<file path="config.mk">
export PLATFORM = sky130hd
export DESIGN_NAME = modtmr_top
export DESIGN_NICKNAME = d
export VERILOG_FILES = /design/src/rtl/modtmr_pkg.sv /design/src/rtl/modtmr_prescale.sv /design/src/rtl/modtmr_counter.sv /design/src/rtl/modtmr_flag_fsm.sv /design/src/rtl/modtmr_top.sv
export SDC_FILE = /design/constraint.sdc
export NUM_CORES = 1
export LEC_CHECK = 0
export CELL_PAD_IN_SITES_DETAIL_PLACEMENT = 0
export CELL_PAD_IN_SITES_GLOBAL_PLACEMENT = 2
export CORE_MARGIN = 3
export CORE_UTILIZATION = 44
export DETAILED_ROUTE_END_ITERATION = 10
export DONT_BUFFER_PORTS = 1
export HOLD_SLACK_MARGIN = 0.06
export PLACE_DENSITY = 0.86
export SLEW_MARGIN = 5
export SYNTH_ARGS = -nofsm -noshare
export SYNTH_HDL_FRONTEND = slang
export SYNTH_HIERARCHICAL = 1
export SYNTH_SLANG_ARGS = --single-unit
</file>
<file path="constraint.sdc">
create_clock -name clk -period 5.2 [get_ports clk]
set_clock_uncertainty 0.15 [all_clocks]
set_input_delay 0.52 -clock clk [delete_from_list [all_inputs] [get_ports clk]]
set_output_delay 0.52 -clock clk [all_outputs]
set_load 0.01 [all_outputs]
</file>
<file path="src/rtl/modtmr_pkg.sv">
package modtmr_pkg;

    localparam int CNT_W  = 16;
    localparam int DATA_W = 8;
    localparam int ADDR_W = 3;
    localparam int PS_W   = 3;
    // prescaler width covers the largest division 2^(2^PS_W - 2)
    localparam int PRE_W  = (1 << PS_W) - 2;
    localparam logic [PS_W-1:0] PS_MAX = PS_W'(PRE_W);

    localparam logic [ADDR_W-1:0] A_CTRL = 3'd0;
    localparam logic [ADDR_W-1:0] A_MODH = 3'd1;
    localparam logic [ADDR_W-1:0] A_MODL = 3'd2;
    localparam logic [ADDR_W-1:0] A_CNTH = 3'd3;
    localparam logic [ADDR_W-1:0] A_CNTL = 3'd4;

    typedef enum logic [1:0] {
        FLG_IDLE  = 2'd0,
        FLG_PEND  = 2'd1,
        FLG_ARMED = 2'd2
    } flag_st_e;

endpackage

</file>
<file path="src/rtl/modtmr_prescale.sv">
module modtmr_prescale
    import modtmr_pkg::*;
(
    input  logic            clk,
    input  logic            rst_n,
    input  logic            run,
    input  logic            clr,
    input  logic [PS_W-1:0] sel,
    output logic            tick
);

    logic [PRE_W-1:0] pre_q;
    logic [PS_W-1:0]  n_eff;
    logic [PRE_W-1:0] mask;

    // selections above the largest division saturate to it
    assign n_eff = (sel > PS_MAX) ? PS_MAX : sel;
    assign mask  = (PRE_W'(1) << n_eff) - PRE_W'(1);
    assign tick  = run && ((pre_q & mask) == mask);

    always_ff @(posedge clk or negedge rst_n) begin
        if (!rst_n) begin
            pre_q <= '0;
        end else if (clr) begin
            pre_q <= '0;
        end else if (run) begin
            pre_q <= pre_q + PRE_W'(1);
        end
    end


    pre_hold_chk: assert property (@(posedge clk) disable iff (!rst_n)
        (!run && !clr) |=> $stable(pre_q));

endmodule

</file>
<file path="src/rtl/modtmr_counter.sv">
module modtmr_counter
    import modtmr_pkg::*;
(
    input  logic             clk,
    input  logic             rst_n,
    input  logic             tick,
    input  logic             clr,
    input  logic [CNT_W-1:0] modulo,
    output logic [CNT_W-1:0] count,
    output logic             ovf
);

    logic [CNT_W-1:0] cnt_q;
    logic             at_top;

    assign at_top = (cnt_q == modulo);
    assign ovf    = tick && !clr && at_top;
    assign count  = cnt_q;

    always_ff @(posedge clk or negedge rst_n) begin
        if (!rst_n) begin
            cnt_q <= '0;
        end else if (clr) begin
            cnt_q <= '0;
        end else if (tick) begin
            cnt_q <= at_top ? '0 : cnt_q + CNT_W'(1);
        end
    end


    cnt_wrap_chk: assert property (@(posedge clk) disable iff (!rst_n)
        ovf |=> (count == '0));


    cnt_hold_chk: assert property (@(posedge clk) disable iff (!rst_n)
        (!tick && !clr) |=> $stable(count));


    cnt_clr_chk: assert property (@(posedge clk) disable iff (!rst_n)
        clr |=> (count == '0));

endmodule

</file>
<file path="src/rtl/modtmr_flag_fsm.sv">
module modtmr_flag_fsm
    import modtmr_pkg::*;
(
    input  logic clk,
    input  logic rst_n,
    input  logic ovf,
    input  logic rd_ctrl,
    input  logic wr_ctrl,
    input  logic wr_bit,
    output logic flag
);

    flag_st_e st_q, st_d;

    always_ff @(posedge clk or negedge rst_n) begin
        if (!rst_n) begin
            st_q <= FLG_IDLE;
        end else begin
            st_q <= st_d;
        end
    end

    always_comb begin
        st_d = st_q;
        if (ovf) begin
            st_d = FLG_PEND;
        end else begin
            unique case (st_q)
                FLG_IDLE: st_d = FLG_IDLE;
                FLG_PEND: begin
                    if (!wr_ctrl && rd_ctrl) begin
                        st_d = FLG_ARMED;
                    end
                end
                FLG_ARMED: begin
                    if (wr_ctrl) begin
                        st_d = wr_bit ? FLG_PEND : FLG_IDLE;
                    end
                end
                default: st_d = FLG_IDLE;
            endcase
        end
    end

    always_comb begin
        flag = (st_q != FLG_IDLE);
    end


    ovf_wins_chk: assert property (@(posedge clk) disable iff (!rst_n)
        ovf |=> (st_q == FLG_PEND));


    no_arm_keep_chk: assert property (@(posedge clk) disable iff (!rst_n)
        (st_q == FLG_PEND && wr_ctrl) |=> flag);

endmodule

</file>
<file path="src/rtl/modtmr_top.sv">
module modtmr_top
    import modtmr_pkg::*;
(
    input  logic              clk,
    input  logic              rst_n,
    input  logic [ADDR_W-1:0] bus_addr,
    input  logic              bus_rd,
    input  logic              bus_wr,
    input  logic [DATA_W-1:0] bus_wdata,
    output logic [DATA_W-1:0] bus_rdata,
    output logic              irq
);

    logic             ie_q;
    logic             stop_q;
    logic [PS_W-1:0]  ps_q;
    logic [CNT_W-1:0] mod_q;
    logic [CNT_W-1:0] count;
    logic             tick;
    logic             ovf;
    logic             flag;
    logic             wr_ctrl;
    logic             rd_ctrl;
    logic             cnt_clr;
    logic             unused_wbit3;

    assign wr_ctrl      = bus_wr && (bus_addr == A_CTRL);
    assign rd_ctrl      = bus_rd && (bus_addr == A_CTRL);
    assign cnt_clr      = wr_ctrl && bus_wdata[4];
    assign unused_wbit3 = bus_wdata[3];

    always_ff @(posedge clk or negedge rst_n) begin
        if (!rst_n) begin
            ie_q   <= 1'b0;
            stop_q <= 1'b1;
            ps_q   <= '0;
            mod_q  <= '1;
        end else if (bus_wr) begin
            unique case (bus_addr)
                A_CTRL: begin
                    ie_q   <= bus_wdata[6];
                    stop_q <= bus_wdata[5];
                    ps_q   <= bus_wdata[PS_W-1:0];
                end
                A_MODH: mod_q[CNT_W-1:DATA_W] <= bus_wdata;
                A_MODL: mod_q[DATA_W-1:0]     <= bus_wdata;
                default: ;
            endcase
        end
    end

    modtmr_prescale u_pre (
        .clk   (clk),
        .rst_n (rst_n),
        .run   (!stop_q),
        .clr   (cnt_clr),
        .sel   (ps_q),
        .tick  (tick)
    );

    modtmr_counter u_cnt (
        .clk    (clk),
        .rst_n  (rst_n),
        .tick   (tick),
        .clr    (cnt_clr),
        .modulo (mod_q),
        .count  (count),
        .ovf    (ovf)
    );

    modtmr_flag_fsm u_flag (
        .clk     (clk),
        .rst_n   (rst_n),
        .ovf     (ovf),
        .rd_ctrl (rd_ctrl),
        .wr_ctrl (wr_ctrl),
        .wr_bit  (bus_wdata[7]),
        .flag    (flag)
    );

    always_comb begin
        unique case (bus_addr)
            A_CTRL:  bus_rdata = {flag, ie_q, stop_q, 2'b00, ps_q};
            A_MODH:  bus_rdata = mod_q[CNT_W-1:DATA_W];
            A_MODL:  bus_rdata = mod_q[DATA_W-1:0];
            A_CNTH:  bus_rdata = count[CNT_W-1:DATA_W];
            A_CNTL:  bus_rdata = count[DATA_W-1:0];
            default: bus_rdata = '0;
        endcase
    end

    assign irq = ie_q && flag;


    flag_on_wrap_chk: assert property (@(posedge clk) disable iff (!rst_n)
        ovf |=> (flag && count == '0));


    irq_gate_chk: assert property (@(posedge clk) disable iff (!rst_n)
        (wr_ctrl && !bus_wdata[6]) |=> !irq);

endmodule

</file>
## After elaboration in Yosys (flattened, before gate mapping)

Index checks and enable logic that the tools add are counted.

- Add/sub/neg operators: 3
- Order comparisons: 1
- Equality and inequality tests: 11
- Shift operators: 1
- Mux-type cells: 12
- Bitwise operators: 1
- Reduce and logical (&&, ||, !) cells: 18

Operators by type and width:

| kind | count |
|---|---|
| two-way mux 16 bit | 3 |
| case mux 8 bit (5 select lines) | 1 |
| adder 16 x 1 -> 16 bit (second input constant) | 1 |
| equality test 16 bit | 1 |
| two-way mux 6 bit | 2 |
| logical AND 1 bit | 8 |
| AND reduction 2 bit | 4 |
| adder 6 x 1 -> 6 bit (second input constant) | 1 |
| AND 6 bit | 1 |
| equality test 3 x 2 -> 1 bit (second input constant) | 2 |
| equality test 6 bit | 1 |
| two-way mux 2 bit | 3 |
| != test 3 x 2 -> 1 bit (second input constant) | 2 |
| left shift 1 x 3 -> 6 bit (first input constant) | 1 |
| subtractor 6 x 2 -> 6 bit (second input constant) | 1 |
| case mux 2 bit (2 select lines) | 1 |
| nonzero test 2 bit | 2 |
| equality test 3 x 1 -> 1 bit (second input constant) | 1 |
| equality test 3 bit (second input constant) | 1 |
| > comparator 3 bit (second input constant) | 1 |
| logical NOT 1 bit | 3 |
| logical NOT 3 bit | 1 |
| two-way mux 3 bit | 1 |
| equality test 2 x 1 -> 1 bit (second input constant) | 1 |
| 3 further kinds | 3 |

- Flip-flop bits (word level): 45
- Input port bits: 15
- Output and inout port bits: 9
- Logic and storage cells: 55

## Depth between registers and ports, before layout

Gate-level depths: netlist (run 1).

- Depth after elaboration: 11
- Depth in mapped cells: 10
- Depth with buffers taken out: 8

## Hierarchy

Netlist (run 1), hierarchy kept.

Modules (own cells, without submodules):

| module | instances | cells an instance | area an instance (um2) | sequential area each (um2) |
|---|---|---|---|---|
| modtmr_counter | 1 | 146 | 1217.4 | 400.4 |
| modtmr_top | 1 | 97 | 1213.7 | 546.8 |
| modtmr_prescale | 1 | 37 | 340.3 | 150.1 |
| modtmr_flag_fsm | 1 | 11 | 111.4 | 50.0 |

## Worst setup path after synthesis (run 1)

Ideal clock, no wire load.

- Path kind: register to register
- Start point: register u_pre.pre_q[0]
- End point: register u_cnt.cnt_q[9] (netlist: u_cnt/count[9])
- Library setup time: 0.078 ns
- Arrival: 2.216 ns
- Data required time: 4.972 ns
- Path slack: 2.756 ns
- Stages on the path, launching flop included: 9
- Path buffers: 1
- Period minus slack after synthesis: 2.444 ns
- Cells stage by stage: dfrtp_1 and4_1 o221ai_1 nor4_1 inv_1 clkbuf_1 nor4_1 o21ai_0 a21oi_1

- Longest elaborated chain between the ends: 4

Ends and longest elaborated chain:

| item | RTL line | source |
|---|---|---|
| from (decl) | modtmr_prescale.sv:12 | `logic [PRE_W-1:0] pre_q;` |
| from (signal assigned) | modtmr_prescale.sv:27 | `pre_q <= pre_q + PRE_W'(1);` |
| AND 6 bit | modtmr_prescale.sv:19 | `assign tick = run && ((pre_q & mask) == mask);` |
| equality test 6 bit | modtmr_prescale.sv:19 |  |
| logical AND 1 bit | modtmr_prescale.sv:19 |  |
| net tick | modtmr_top.sv:19 | `logic tick;` |
| nonzero test 2 bit (no source line) | n/a |  |
| to (signal assigned) | modtmr_counter.sv:26 | `cnt_q <= at_top ? '0 : cnt_q + CNT_W'(1);` |
| to (decl) | modtmr_counter.sv:13 | `logic [CNT_W-1:0] cnt_q;` |

The timed path passes the listed nets, and every way through them passes these cells.
A chain may end at the register's enable or synchronous reset.

## Worst setup path in the final report (run 1)

- Start point: register u_pre.pre_q[2]
- End point: register u_cnt.cnt_q[12] (netlist: u_cnt/count[12])

Same word-level chain as after synthesis.

==> results of run 1 <==
## routing by layer
layer  up-vias  global-route usage (%)  share of wire [%]
li1       1051                       -                  -
met1      1085                    26.7                 47
met2        51                    30.9                 46
met3         9                    4.64                5.7
met4         0                    4.96                1.3
met5         -                       0                  0
## stage by stage
step / std cells / hold slack (ps) / setup slack, ps / util [%] / power [mW]
final: 357 / 198 / 2570 / 49.1 / 1.22
after detailed placement: 347 / 75.5 / 2440 / 46.9 / 0.971
after CTS: 357 / 194 / 2560 / 49.1 / 1.23
after floorplan: 291 / 74.4 / 2760 / - / 0.879
after global routing: 357 / 180 / 2360 / 49.1 / 1.31
after global placement: 347 / 75.4 / 2460 / 46.9 / 0.965
## worst max-delay path, stage by stage, from the launching register on
cell and delay, ps:
dfrtp_1 480, and4_1 220, o221ai_1 130, nor4_2 310
buf_4 270, inv_1 260, or4b_1 570, a21oi_1 150
## worst max-delay path by stage
stage | start | to | slack [ps]
floorplan | u_pre/pre_q[0] | u_cnt/count[9] | 2760
global placement | bus_addr[2] | u_cnt/count[3] | 2460
detailed placement | bus_addr[2] | u_cnt/count[4] | 2440
CTS | u_pre/pre_q[2] | u_cnt/count[12] | 2560
global route | u_cnt/count[2] | u_flag/st_q[0] | 2360
finish | u_pre/pre_q[2] | u_cnt/count[12] | 2570
## cells in the mapped netlist, types with 8 or more instances
library cell  instances  share of area (%)
a21oi_1              15                2.6
a22oi_1               9                2.3
buf_2                 9                1.6
dfrtp_1              28                 24
dfstp_2              17                 15
mux2_2               27                 11
nand2_1              21                2.7
nand3_1              10                1.7
nand4_1              11                2.4
nor2_1               19                2.5
nor2b_1               8                1.7
xor2_1               19                5.8
## registers in the layout, summed over array words and instances (netlist names)
register	flops
u_cnt/count	16
mod_q	16
ie_q	1
u_pre/pre_q	6
ps_q	3
u_flag/st_q	2
stop_q	1
## power breakdown
group / switching [mW] / internal [mW]
registers: 0.128 / 0.456
clock network: 0.141 / 0.102
logic: 0.201 / 0.192
## logic make-up (layout without fill, tap and decap cells)
logic type	after synthesis	after routing	synth area share, %
xor+xnor	20	20	6.08
mux	33	33	12.6
fa+ha+maj	2	2	0.868
flops	45	45	39.8
compound gates	50	50	11.3
simple gates	116	116	24.7
buf+inv	25	16	4.56
## area by class of cell
type | instances | area share [%]
inverters | 5 | 0.623
flip-flops and latches | 45 | 38.1
multi-input cells | 221 | 53.4
well taps | 75 | 3.11
clock inverters | 3 | 0.955
repair buffers | 3 | 1.50
clock buffers | 5 | 2.28
==> impl_metrics.toml, run 1 <==
[status]
status = "finished, final reports clean"

[synth]
netlist_instances = 291
synth_cell_type_count = 48
synth_nets = 308
syn_avg_cell_area_um2 = 9.91
synthesis.area_um2 = 2880
yosysSeqAreaShare_pct = 39.8
yosys_warnings = 6
synth_ff_type = "dfrtp_1"
async_reset_ff_share_pct = 100
synth_seq_cells = 45
synth_edf_count = 0

[final_layout]
n_antenna_cell = 0
fillers = 583
multi_input_area_um2 = 1610
areaGrowthSynthToFinish_pct = 4.51
final_cell_mix = "dfrtp_1, mux2_2, nand2_1, nor2_1, xor2_1"
layout_commonest_cell = "dfrtp_1"
final_area_um2 = 3010
fin_nets = 298
layout-drive-gt1-share_pct = 23.4
seq_area_um2 = 1150

[run]
drv_cap = 0

[global_route]
antenna_found_initial = 0
grt_usage_pct = 19.5
grt_pass1_vias = 2147
grt_overflow = 0
grt_max_degree = 46
grt_pass1_wl_um = 11400

[critical_path]
critical_path_class = "reg2reg"
crit_required_ps = 5270
rr_startpoint = "u_pre/pre_q[2]"
r2r_slack_ps = 2570
endpoint_kind = "flip-flop"
critPathArrivalTime_ps = 2710
r2r_cells = 7
path_max_fanout = 16
start_kind = "flip-flop"
r2r_end = "u_cnt/count[12]"

[clock_network]
cts_tree = "built"
clock_latency_ps = 310
cts_sinks = 45
post-cts-setup-buffers = 0
ctsResizeCount = 0
cts-root-buf = "clkbuf_8"
clock_path_buffers = 2
cts.clk_slew.worst_paths_ps = 100
cts_inserted_buffers = 5
h-tree-depth = 2
cts_hold_buf = 2

[drt]
vias_per_cell = 6.15
wl_um = 6900
wl_per_cell_um = 19.3
drt_iter0_drc = 195
dr.pass1.iters = 4
drc = 0
postRouteAntennaNets = 0
vias = 2196

[die]
die_w_um = 86.9
rows = 28
num_io_pins = 24
die_h_um = 86.9
initial_core_util_pct = 47.0
coreArea_um2 = 6130
dieArea_um2 = 7560

[worst_hold_path]
timing.hold.worst_path_depth = 1
holdCritStartpoint = "bus_wdata[0]"
hold_path_class = "in2reg"
whs_endpoint = "ps_q[0]"

[sta]
fin_crit_ps = 2630
tightestPinTransition_ps = 1070
post-route-period-util_pct = 50.6
timing.fmax_mhz = 380
relSlewSlack_pct = 28.8
drv_slew = 0
hold_viol = 0
tns_ps = 0
rsz0062_at_grt = "no"
setup_viol = 0

[power_and_ir_drop]
power_leakage_nw = 1.17
peakVddDrop_v = 0.000228
cellPowerDensity_nw_per_um2 = 405

[place]
place_area_um2 = 2880
hpwl_um = 4730
port_buffers = 0
place_congestion = 0.849
(Power assumes the default switching activity.)
==> run 2: changes to the inputs <==
Settings changed: CORE_UTILIZATION 44 to 41, PLACE_DENSITY 0.86 to 0.81.
Clock period 5.2 ns to 2.52 ns, I/O delays scaled along.
==> run 2 against run 1 <==
Effect of this change: clock-buffer cell count did not move; sequential power rose by 110%; fmax rose by 14%; sequential cell count did not move; setup slack got worse by 2400 ps; register-to-register slack got worse by 2400 ps; critical path depth fell by 1; sequential share of layout area fell by 2.1 points; die area rose by 6.8%; clock power rose by 85%; critical path type unchanged; largest power group unchanged; highest routed layer unchanged.
==> impl_metrics.toml, run 2 (same netlist as run 1, synthesis figures left out) <==
[final_layout]
layout-drive-gt1-share_pct = 24.3
fin_nets = 316
final_cell_mix = "dfrtp_1, mux2_2, nand2_1, nor2_1, xor2_1"
fillers = 630
seq_area_um2 = 1150
n_antenna_cell = 0
multi_input_area_um2 = 1610
areaGrowthSynthToFinish_pct = 10.5
layout_commonest_cell = "dfrtp_1"

[power_and_ir_drop]
internal-power_mw = 1.56
finalPower_mw = 2.51
cellPowerDensity_nw_per_um2 = 788
pwr-share-seq_pct = 47.6
power_leakage_nw = 1.25
p_clk_share_pct = 17.9
p_comb_share_pct = 34.5
switchingPower_uw = 950
peakVddDrop_v = 0.000455
switching_share_pct = 37.8

[critical_path]
crit_required_ps = 2600
path_delay_family = "simple AND/OR/NAND/NOR gates"
crit_buf_inv = 1
critical_path_class = "reg2reg"
r2r_cells = 6
cpMaxStageDelayCell = "or4b_1"
path_max_fanout = 12
rr_startpoint = "u_pre/pre_q[0]"
critPathArrivalTime_ps = 2390
start_kind = "flip-flop"
timing.critical_path.cells = "and4_1 -> o221ai_1 -> nor4_2 -> inv_1 -> or4b_1 -> a21oi_1"
r2r_slack_ps = 200
r2r_end = "u_cnt/count[10]"
crit_path_max_incr_delay_ps = 560
endpoint_kind = "flip-flop"

[clock_network]
clock_latency_ps = 300
ctsResizeCount = 0
clock_path_buffers = 2
cts_inserted_buffers = 5
cts_hold_buf = 13
post-cts-setup-buffers = 0
cts.clk_slew.worst_paths_ps = 90
cts_tree = "built"
h-tree-depth = 2
cts_sinks = 45
cts-root-buf = "clkbuf_8"

[sta]
rsz0062_at_grt = "no"
post-route-period-util_pct = 92.0
hold_viol = 0
drv_slew = 0
tightestPinTransition_ps = 594
relSlewSlack_pct = 60.3
hold_ws_ps = 113
fin_crit_ps = 2320
setup_viol = 0
tns_ps = 0
timing.fmax_mhz = 431

[place]
port_buffers = 0
place_congestion = 0.850
hpwl_um = 4940

[global_route]
grt_max_degree = 46
grt_pass1_wl_um = 12000
grt_pass1_vias = 2183
grt_usage_pct = 18.5
grt_overflow = 0
antenna_found_initial = 0

[die]
coreArea_um2 = 6570
die_h_um = 89.9
dieArea_um2 = 8070
num_io_pins = 24
initial_core_util_pct = 43.9
die_w_um = 89.9
rows = 29

[drt]
wl_um = 7310
drc = 0
postRouteAntennaNets = 0
vias = 2295
vias_per_cell = 5.84
wl_per_cell_um = 18.6
dr.pass1.iters = 4
drt_iter0_drc = 140

[run]
drv_cap = 0

[worst_hold_path]
whs_endpoint = "mod_q[15]"
timing.hold.worst_path_depth = 2
hold_path_class = "in2reg"
holdCritStartpoint = "bus_addr[1]"

[status]
status = "finished, final reports clean"
-- run 2: per-stage QoR --
| stage | std cells | setup slack [ps] | utilization (%) | cell area [um^2] |
|---|---|---|---|---|
| 2_1_floorplan | 291 | 75.8 | - | 2880 |
| 3_3_place_gp | 372 | 240 | 45.0 | 2950 |
| 3_5_place_dp | 372 | 236 | 45.0 | 2950 |
| 4_1_cts | 393 | 206 | 48.5 | 3190 |
| 5_1_grt | 393 | 70.4 | 48.5 | 3190 |
| 6_report | 393 | 202 | 48.5 | 3190 |
-- run 2: per-layer routing --
layer / track usage [%] / share of wire, % / vias to the layer above
met5: 0 / 0 / -
li1: - / - / 1086
met1: 26.7 / 49 / 1147
met2: 28.8 / 45 / 52
met4: 4.21 / 1.7 / 0
met3: 3.84 / 4.8 / 10
-- run 2: how the worst max path moves through the flow --
stage	end	cells after the start	start
after floorplan	u_cnt/count[9]	8	u_pre/pre_q[0]
after global placement	u_cnt/count[7]	6	u_pre/pre_q[0]
after detailed placement	u_cnt/count[14]	6	u_pre/pre_q[0]
after CTS	u_cnt/count[12]	6	u_pre/pre_q[0]
after global routing	u_cnt/count[7]	6	u_pre/pre_q[0]
final	u_cnt/count[10]	6	u_pre/pre_q[0]
-- run 2: final cells by class --
class                   count  share of cell area [%]
repair buffers             21                    6.52
clock buffers               5                    2.16
multi-input cells         221                    50.5
clock inverters             3                   0.550
inverters                   5                   0.589
flip-flops and latches     45                    36.0
well taps                  93                    3.65
-- run 2: power by group through the flow --
stage	clock network, mW	logic [mW]	registers (mW)
2_1_floorplan	0	0.710	1.10
3_3_place_gp	0	0.821	1.20
3_5_place_dp	0	0.821	1.21
4_1_cts	0.466	0.867	1.19
5_1_grt	0.501	0.976	1.23
6_report	0.450	0.866	1.20
-- run 2: worst register-to-register path, cell delays in order (launching register included) --
cell and delay, ps:
dfrtp_1 450, and4_1 220, o221ai_1 130, nor4_2 340
inv_1 260, or4b_1 560, a21oi_1 140
